--- src/rtl/str_seq_pkg.sv ---
package str_seq_pkg;

    localparam int STR_DW = 32;

    typedef enum logic [2:0] {
        OP_CPY_FWD = 3'd0,
        OP_CPY_BWD = 3'd1,
        OP_CPY_NUL = 3'd2,
        OP_FILL    = 3'd3,
        OP_SCAN_EQ = 3'd4,
        OP_SCAN_NE = 3'd5,
        OP_CMP     = 3'd6,
        OP_NONE    = 3'd7
    } str_op_e;

    typedef enum logic [2:0] {
        ST_IDLE,
        ST_RD1,
        ST_RD2,
        ST_WR,
        ST_FIN
    } str_state_e;

    // outcome of one element step
    typedef struct packed {
        logic stop;
        logic upd;
        logic z;
        logic c;
    } str_verdict_t;

    function automatic logic [2:0] elem_bytes(input logic [1:0] sz);
        case (sz)
            2'd0:    return 3'd1;
            2'd1:    return 3'd2;
            default: return 3'd4;
        endcase
    endfunction

    function automatic logic [STR_DW-1:0] elem_mask(input logic [1:0] sz,
                                                    input logic [STR_DW-1:0] d);
        case (sz)
            2'd0:    return {24'd0, d[7:0]};
            2'd1:    return {16'd0, d[15:0]};
            default: return d;
        endcase
    endfunction

    function automatic logic is_copy(input str_op_e op);
        return (op == OP_CPY_FWD) || (op == OP_CPY_BWD) || (op == OP_CPY_NUL);
    endfunction

    function automatic logic is_scan(input str_op_e op);
        return (op == OP_SCAN_EQ) || (op == OP_SCAN_NE);
    endfunction

    function automatic logic uses_size(input str_op_e op);
        return (op == OP_FILL) || is_scan(op);
    endfunction

endpackage

--- src/rtl/str_seq_step.sv ---
module str_seq_step
    import str_seq_pkg::*;
#(
    parameter int AW = 32,
    parameter int CW = 32
) (
    input  str_op_e             op,
    input  logic [1:0]          esz,
    input  logic [AW-1:0]       dst,
    input  logic [STR_DW-1:0]   src,
    input  logic [CW-1:0]       cnt,
    output logic [AW-1:0]       dst_nx,
    output logic [STR_DW-1:0]   src_nx,
    output logic [CW-1:0]       cnt_nx
);

    logic [AW-1:0] stride;

    always_comb begin
        stride = AW'(elem_bytes(esz));
        dst_nx = dst;
        src_nx = src;
        case (op)
            OP_CPY_BWD: begin
                dst_nx = dst - AW'(1);
                src_nx = src - 32'd1;
            end
            OP_CPY_FWD, OP_CPY_NUL, OP_CMP: begin
                dst_nx = dst + AW'(1);
                src_nx = src + 32'd1;
            end
            OP_FILL, OP_SCAN_EQ, OP_SCAN_NE: begin
                dst_nx = dst + stride;
            end
            default: begin
                dst_nx = dst;
            end
        endcase
    end

    assign cnt_nx = cnt - CW'(1);

endmodule

--- src/rtl/str_seq_eval.sv ---
module str_seq_eval
    import str_seq_pkg::*;
#(
    parameter int CW = 32
) (
    input  str_op_e             op,
    input  logic [STR_DW-1:0]   elem_a,
    input  logic [STR_DW-1:0]   elem_b,
    input  logic [STR_DW-1:0]   val,
    input  logic [CW-1:0]       cnt_nx,
    output str_verdict_t        vd
);

    logic last;

    always_comb begin
        last = (cnt_nx == '0);
        vd   = '0;
        case (op)
            OP_CPY_FWD, OP_CPY_BWD, OP_FILL: begin
                vd.stop = last;
            end
            OP_CPY_NUL: begin
                vd.stop = last || (elem_a[7:0] == 8'd0);
            end
            OP_SCAN_EQ: begin
                vd.stop = last || (elem_a == val);
                vd.upd  = 1'b1;
                vd.z    = (elem_a != val);
                vd.c    = (elem_a <= val);
            end
            OP_SCAN_NE: begin
                vd.stop = last || (elem_a != val);
                vd.upd  = 1'b1;
                vd.z    = !last;
                vd.c    = (elem_a <= val);
            end
            OP_CMP: begin
                vd.stop = last || (elem_a != elem_b) || (elem_a[7:0] == 8'd0);
                vd.upd  = 1'b1;
                vd.z    = (elem_a != elem_b);
                vd.c    = (elem_a >= elem_b);
            end
            default: begin
                vd.stop = 1'b1;
            end
        endcase
    end

endmodule

--- src/rtl/str_seq.sv ---
module str_seq
    import str_seq_pkg::*;
#(
    parameter int AW = 32,
    parameter int CW = 32
) (
    input  logic                clk,
    input  logic                rst,
    input  logic                start,
    input  logic [2:0]          op_i,
    input  logic [1:0]          esz_i,
    input  logic [AW-1:0]       dst_i,
    input  logic [STR_DW-1:0]   src_i,
    input  logic [CW-1:0]       cnt_i,
    output logic                busy,
    output logic                done,
    output logic [AW-1:0]       dst_o,
    output logic [STR_DW-1:0]   src_o,
    output logic [CW-1:0]       cnt_o,
    output logic                z_o,
    output logic                c_o,
    output logic                mem_req,
    output logic                mem_we,
    output logic [AW-1:0]       mem_addr,
    output logic [1:0]          mem_size,
    output logic [STR_DW-1:0]   mem_wdata,
    input  logic [STR_DW-1:0]   mem_rdata,
    input  logic                mem_ready
);

    str_state_e          state_q;
    str_op_e             op_q;
    str_op_e             op_in;
    logic [1:0]          esz_q;
    logic [AW-1:0]       dst_q, dst_nx;
    logic [STR_DW-1:0]   src_q, src_nx, tmp_q, rd_m, cur_a;
    logic [CW-1:0]       cnt_q, cnt_nx;
    logic                z_q, c_q;
    logic                adv;
    str_verdict_t        vd;

    assign op_in = str_op_e'(op_i);
    assign rd_m  = elem_mask(esz_q, mem_rdata);
    assign cur_a = (state_q == ST_RD1) ? rd_m : tmp_q;

    str_seq_step #(.AW(AW), .CW(CW)) u_step (
        .op     (op_q),
        .esz    (esz_q),
        .dst    (dst_q),
        .src    (src_q),
        .cnt    (cnt_q),
        .dst_nx (dst_nx),
        .src_nx (src_nx),
        .cnt_nx (cnt_nx)
    );

    str_seq_eval #(.CW(CW)) u_eval (
        .op     (op_q),
        .elem_a (cur_a),
        .elem_b (rd_m),
        .val    (src_q),
        .cnt_nx (cnt_nx),
        .vd     (vd)
    );

    // memory port drive
    always_comb begin
        mem_req   = (state_q == ST_RD1) || (state_q == ST_RD2) || (state_q == ST_WR);
        mem_we    = (state_q == ST_WR);
        mem_size  = esz_q;
        mem_wdata = elem_mask(esz_q, (op_q == OP_FILL) ? src_q : tmp_q);
        case (state_q)
            ST_RD1:  mem_addr = is_copy(op_q) ? src_q[AW-1:0] : dst_q;
            ST_RD2:  mem_addr = src_q[AW-1:0];
            default: mem_addr = dst_q;
        endcase
    end

    // a completed access that finishes one element step
    assign adv = mem_ready && (((state_q == ST_RD1) && is_scan(op_q)) ||
                               (state_q == ST_RD2) || (state_q == ST_WR));

    always_ff @(posedge clk) begin
        if (rst) begin
            state_q <= ST_IDLE;
            op_q    <= OP_NONE;
            esz_q   <= 2'd0;
            dst_q   <= '0;
            src_q   <= '0;
            cnt_q   <= '0;
            tmp_q   <= '0;
            z_q     <= 1'b0;
            c_q     <= 1'b0;
        end else begin
            case (state_q)
                ST_IDLE: begin
                    if (start) begin
                        op_q  <= op_in;
                        esz_q <= uses_size(op_in) ? esz_i : 2'd0;
                        dst_q <= dst_i;
                        src_q <= src_i;
                        cnt_q <= cnt_i;
                        if ((cnt_i == '0) || (op_in == OP_NONE)) begin
                            state_q <= ST_FIN;
                        end else if (op_in == OP_FILL) begin
                            state_q <= ST_WR;
                        end else begin
                            state_q <= ST_RD1;
                        end
                    end
                end
                ST_RD1: begin
                    if (mem_ready) begin
                        tmp_q <= rd_m;
                        if (is_copy(op_q)) begin
                            state_q <= ST_WR;
                        end else if (op_q == OP_CMP) begin
                            state_q <= ST_RD2;
                        end
                    end
                end
                ST_FIN: begin
                    state_q <= ST_IDLE;
                end
                default: begin
                    state_q <= state_q;
                end
            endcase

            if (adv) begin
                dst_q <= dst_nx;
                src_q <= src_nx;
                cnt_q <= cnt_nx;
                if (vd.stop) begin
                    state_q <= ST_FIN;
                    if (vd.upd) begin
                        z_q <= vd.z;
                        c_q <= vd.c;
                    end
                end else if (op_q != OP_FILL) begin
                    state_q <= ST_RD1;
                end
            end
        end
    end

    assign busy  = (state_q != ST_IDLE);
    assign done  = (state_q == ST_FIN);
    assign dst_o = dst_q;
    assign src_o = src_q;
    assign cnt_o = cnt_q;
    assign z_o   = z_q;
    assign c_o   = c_q;

endmodule

--- config.mk ---
export PLATFORM = sky130hd
export DESIGN_NAME = str_seq
export DESIGN_NICKNAME = d
export VERILOG_FILES = /design/src/rtl/str_seq_pkg.sv /design/src/rtl/str_seq_step.sv /design/src/rtl/str_seq_eval.sv /design/src/rtl/str_seq.sv
export SDC_FILE = /design/constraint.sdc
export NUM_CORES = 1
export LEC_CHECK = 0
export BUFFER_PORTS_ARGS = -buffer_cell sky130_fd_sc_hd__buf_4
export CAP_MARGIN = 40
export CELL_PAD_IN_SITES_DETAIL_PLACEMENT = 2
export CELL_PAD_IN_SITES_GLOBAL_PLACEMENT = 2
export CORE_MARGIN = 2
export CORE_UTILIZATION = 33
export DETAILED_ROUTE_END_ITERATION = 8
export HOLD_SLACK_MARGIN = 0.08
export PLACE_DENSITY_LB_ADDON = 0.12
export SYNTH_ARGS = -nofsm -noshare
export SYNTH_HDL_FRONTEND = slang
export SYNTH_SLANG_ARGS = --single-unit
--- constraint.sdc ---
create_clock -name clk -period 7.35 [get_ports clk]
set_input_delay 0.3675 -clock clk [delete_from_list [all_inputs] [get_ports clk]]
set_output_delay 0.3675 -clock clk [all_outputs]
set_load 0.01 [all_outputs]
# After elaboration in Yosys (flattened, before gate mapping)
# Index checks and enable logic that the tools add are counted.
[word_totals]
inputBits = 137
regBits = 138
wordCells = 105
out_inout_bits = 168
[op_classes]
reduce_logical = 36
n_lt_le_gt_ge = 2
n_mux = 31
n_eq_ne = 21
n_addsub = 6
[ops]
columns = ["operator", "n"]
rows = [
  ["32-bit 2-to-1 mux", 12],
  ["32-bit case mux with 2 select lines", 4],
  ["32-bit case mux with 3 select lines", 1],
  ["32-bit by 1-bit subtractor with 32-bit output, second input constant", 3],
  ["32-bit by 1-bit adder with 32-bit output, second input constant", 2],
  ["32-bit zero test", 2],
  ["32-bit inequality test", 2],
  ["32-bit by 3-bit adder with 32-bit output", 1],
  ["32-bit equality test", 1],
  ["32-bit greater-or-equal comparator", 1],
  ["32-bit <= comparator", 1],
  ["3-bit 2-to-1 mux", 8],
  ["3-bit equality test, second input constant", 7],
  ["3-bit case mux with 3 select lines", 2],
  ["3-bit by 2-bit equality test with 1-bit output, second input constant", 5],
  ["1-bit logical OR", 15],
  ["3-bit AND reduction", 3],
  ["3-bit OR reduction", 3],
  ["8-bit zero test", 1],
  ["3-bit by 1-bit equality test with 1-bit output, second input constant", 2],
  ["3-bit zero test", 2],
  ["3-bit case mux with 2 select lines", 1],
  ["2-bit AND reduction", 3],
  ["1-bit case mux with 5 select lines", 1],
  ["10 further kinds", 13],
]

# Depth between registers and ports, before layout
[depth]
ltp_word = 9
depth_mapped = 17

# Cells and area by module
# A second synthesis with hierarchy kept.
[unflattened]
cells_unflattened = 1894
hier_area_um2 = 13875.8
[modules_own_cells]
columns = ["module", "seq_area_each_um2", "cells_per_inst", "instances", "area_per_inst_um2"]
rows = [
  ["str_seq", 2762.6, 960, 1, 7907.6],
  ["str_seq_step", 0.0, 681, 1, 4160.2],
  ["str_seq_eval", 0.0, 253, 1, 1808.0],
]

# Worst setup path before layout
# Ideal clock, no wire load.
[synth_timing]
path_kind = "register to register"
start = "reg op_q[0]"
end = "reg dst_q[30] (netlist: dst_o[30])"
path_stages_with_launch = 18
required_time_ns = 7.276
arrival_time_ns = 4.082
setup_time_ns = 0.074
n_path_buf = 2
slack_ns = 3.194
cell_sequence = "dfxtp_1 > clkbuf_1 > nand2_1 > nor2_1 > clkbuf_1 > o21ai_0 > ha_1 > fa_1 > a211oi_1 > o21ai_0 > a31o_2 > a21o_1 > a21oi_1 > a31oi_1 > a311oi_1 > xnor2_1 > nand3_1 > a31oi_1"
[synth_via]
elab_chain_cells = 8
[synth_rtl]
columns = ["item", "line", "text"]
rows = [
  ["start, declared", "str_seq.sv:32", "str_op_e op_q;"],
  ["start signal, assigned", "str_seq.sv:98", "op_q <= op_in;"],
  ["3-bit equality test", "str_seq_pkg.sv:54, str_seq_step.sv:23", ""],
  ["1-bit logical OR", "str_seq_pkg.sv:54", "return (op == OP_SCAN_EQ) || (op == OP_SCAN_NE);"],
  ["1-bit logical AND", "str_seq.sv:80", "assign adv = mem_ready && (((state_q == ST_RD1) && is_scan(op_q)) ||"],
  ["1-bit logical OR", "str_seq.sv:80", ""],
  ["1-bit logical OR", "str_seq.sv:81", "(state_q == ST_RD2) || (state_q == ST_WR));"],
  ["1-bit logical AND", "str_seq.sv:80", ""],
  ["4-bit by 1-bit inequality test with 1-bit output (no source line) or 2-bit nonzero test (tied branches)", "n/a", ""],
  ["3-bit AND reduction (no source line)", "n/a", ""],
  ["end signal, assigned", "str_seq.sv:100", "dst_q <= dst_i;"],
  ["end signal, assigned", "str_seq.sv:131", "dst_q <= dst_nx;"],
  ["end, declared", "str_seq.sv:35", "logic [AW-1:0] dst_q, dst_nx;"],
]
# Several ways; a longest one is shown, not always the timed one.
# A chain may end at the register's enable or synchronous reset.

# Final worst setup path
[layout_timing]
start = "reg op_q[0]"
end = "reg dst_q[28] (netlist: dst_o[28])"
# The elaborated chain is that of the path after synthesis.

==> results.json <==
{
  "synthArstFlopShare": 0,
  "synth_warnings": 0,
  "synth_top_area_frac": 0.227,
  "cp_cell_sequence": "nand2_1 -> nor2_1 -> buf_4 -> o21ai_0 -> ha_1 -> fa_1 -> a211oi_1 -> o21ai_0 -> a31o_2 -> a21o_1 -> a21oi_1 -> a31oi_1 -> a31oi_1 -> mux2i_1 -> nor2_1 -> o41ai_1",
  "synthFlopType": "dfxtp_1",
  "cts_tree": "built",
  "dp_cells": 2379,
  "dpl.hpwl_um": 43600,
  "ir_drop_v": 0.000184,
  "fin_worst_skew_ns": 0.0123,
  "postCtsResizedCells": 0,
  "cts_buffer_depth": 2,
  "die_area_sq_um": 38400,
  "synth_seq_cells": 138,
  "htreeDepth": 4,
  "total_leakage_power_nw": 6.81,
  "cp_data_required_time_ns": 7.68,
  "slew_viol_final": 0,
  "final_nets": 2196,
  "grt.total_usage": 0.292,
  "criticalPathCategory": "reg2reg",
  "cts_root_buffer": "clkbuf_16",
  "ant_nets": 0,
  "timing.fmax_mhz": 207,
  "synthesis.nets": 1944,
  "ios": 305,
  "antenna_found_initial": 3,
  "holdBufCountCts": 0,
  "syn_area_sq_um": 12200,
  "rsz0062_at_grt": "no",
  "cp-start-kind": "flop",
  "slew_headroom": 0.411,
  "routedWlPerCell_um": 23.5,
  "stdcell_count": 2410,
  "core-area_sq_um": 36400,
  "worst_slew_pin_slew_ns": 0.883,
  "port_buffers": 304,
  "vias": 14080,
  "hp-start": "cnt_i[24]",
  "synth_area_leaders": "dfxtp_1, ha_1, nand2_1",
  "end_kind": "flop",
  "synth_seq_area_share": 0.227,
  "grt_pass1_wl_um": 87000,
  "final-hold-violation-count": 0,
  "drv_cap": 0,
  "synthCells": 1678,
  "p_total_mw": 4.10,
  "grt_pass1_vias": 14799,
  "yosysTopAreaCell": "dfxtp_1",
  "setup_viol": 0,
  "dr.pass1.iters": 5,
  "cts.sinks": 138,
  "arrival_ns": 5.15,
  "period_needed_ns": 4.82,
  "drive_gt1_frac": 0.212,
  "r2r_start": "op_q[0]",
  "syn_area_per_cell_sq_um": 7.26,
  "stdcell_area_sq_um": 15500,
  "cts_made_buffers": 17,
  "die_w_um": 196,
  "cp_max_fo": 25,
  "max_stage_delay_ns": 0.48,
  "initial_core_util": 0.334,
  "critPathLaunch": "op_q[0]",
  "syn_to_final_growth_pct": 27.2,
  "synth-edff-count": 0,
  "status": "finished, final reports clean",
  "drt-total-wl_um": 56600,
  "rows": 70,
  "path_clk_slew_ns": 0.07,
  "via_per_inst": 5.84,
  "grt_max_degree": 72,
  "grt_overflow": 0,
  "drtIter0Drc": 714,
  "dieHeight_um": 196,
  "tns_ns": 0,
  "synth.distinct_cells": 78,
  "drc": 0,
  "gp_congestion": 0.884,
  "antennaDiodeCount": 0,
  "post_cts_buffers": 0,
  "holdCritPathClass": "in2reg",
  "clk_latency_ns": 0.45,
  "slowest_stage": "dfxtp_1",
  "fin_crit_sh": 0.656,
  "dpl_cell_area_sq_um": 14900,
  "pwr_density_cell_nw_per_um2": 265
}
## per-layer routing
metal	vias up	GRT usage	wire length [um]
met4	2	0.102	1720
met5	-	0	16
met2	377	0.480	26100
li1	6588	-	-
met3	88	0.0421	2880
met1	7025	0.390	26000
## registers in the layout, indices dropped and copies added, names as in the netlist
register / count
cnt_o: 32
dst_o: 32
src_o: 32
tmp_q: 32
op_q: 3
state_q: 3
mem_size: 2
c_o: 1
z_o: 1
## cells in the mapped netlist, types with 10 or more instances
| cell type | instances |
|---|---|
| nor4_1 | 18 |
| nor2b_1 | 17 |
| o21a_1 | 14 |
| xnor2_1 | 34 |
| a21boi_0 | 16 |
| nand2b_1 | 12 |
| a221oi_1 | 23 |
| a21oi_1 | 148 |
| and2_1 | 10 |
| a21o_1 | 51 |
| a311oi_1 | 20 |
| a31oi_1 | 16 |
| or3_1 | 14 |
| mux2_2 | 33 |
| nand3_1 | 34 |
| inv_1 | 58 |
| dfxtp_1 | 138 |
| or2_2 | 10 |
| nor3_1 | 44 |
| a211oi_1 | 42 |
| ha_1 | 127 |
| nand2_1 | 242 |
| o21ai_0 | 111 |
| nor2_1 | 197 |
| clkbuf_1 | 77 |
| xor2_1 | 22 |
| nand4_1 | 21 |
## final timing paths
check / cells after the start / slack (ns) / to
worst min register to register: 2 / 0.50 / tmp_q[6]
worst max-delay path: 16 / 2.53 / dst_o[28]
worst min-delay path: 3 / 0.16 / cnt_o[24]
worst max register to register: 16 / 2.53 / dst_o[28]
## metrics by stage
step / setup slack (ns) / utilization / hold slack (ns)
final: 2.53 / 0.425 / 0.156
after global routing: 2.08 / 0.425 / 0.168
after CTS: 2.51 / 0.425 / 0.136
after detailed placement: 2.58 / 0.409 / 0.494
after global placement: 2.87 / 0.408 / 0.482
after floorplan: 3.19 / - / 0.450
## logic make-up (layout without fill, tap and decap cells)
group,after synthesis,in the layout,share of synthesized area
simple gates,663,663,0.251
compound gates,505,505,0.266
buf+inv,148,412,0.0459
flops,138,138,0.227
fa+ha+maj,129,129,0.134
xor+xnor,56,56,0.0403
mux,39,39,0.0355
## placed cells by master, fill, tap and decap left out, types with 23 or more instances in the layout
master / n
nand3_1: 34
nor2_1: 195
xnor2_1: 34
o21ai_0: 110
nand2_1: 242
a221oi_1: 23
ha_1: 127
a21o_1: 51
a21oi_1: 147
mux2_2: 33
dfxtp_1: 138
buf_4: 320
nor3_1: 44
inv_1: 58
a211oi_1: 42
## report_power, final
| group | internal, mW | switching, mW | leakage, nW |
|---|---|---|---|
| clock network | 0.524 | 0.372 | 0.280 |
| logic | 0.903 | 1.28 | 5.40 |
| registers | 0.837 | 0.184 | 1.13 |
| total | 2.26 | 1.84 | 6.81 |
## critical path: cells and delay by family, from the launching register on
family          cells  cell delay (ns)
compound gates      9             2.47
flops               1             0.48
mux                 1             0.20
buf+inv             1             0.29
fa+ha+maj           2             0.74
simple gates        3             0.52
## cell type report
| type | instances | area [sq um] |
|---|---|---|
| multi-input combinational | 1392 | 8890 |
| fill | 4334 | 20900 |
| clock inverter | 7 | 91.3 |
| sequential | 138 | 2760 |
| timing repair buffer | 322 | 2460 |
| tap | 468 | 586 |
| clock buffer | 24 | 482 |
| inverter | 59 | 221 |
Power figures use the tool's default switching activity.
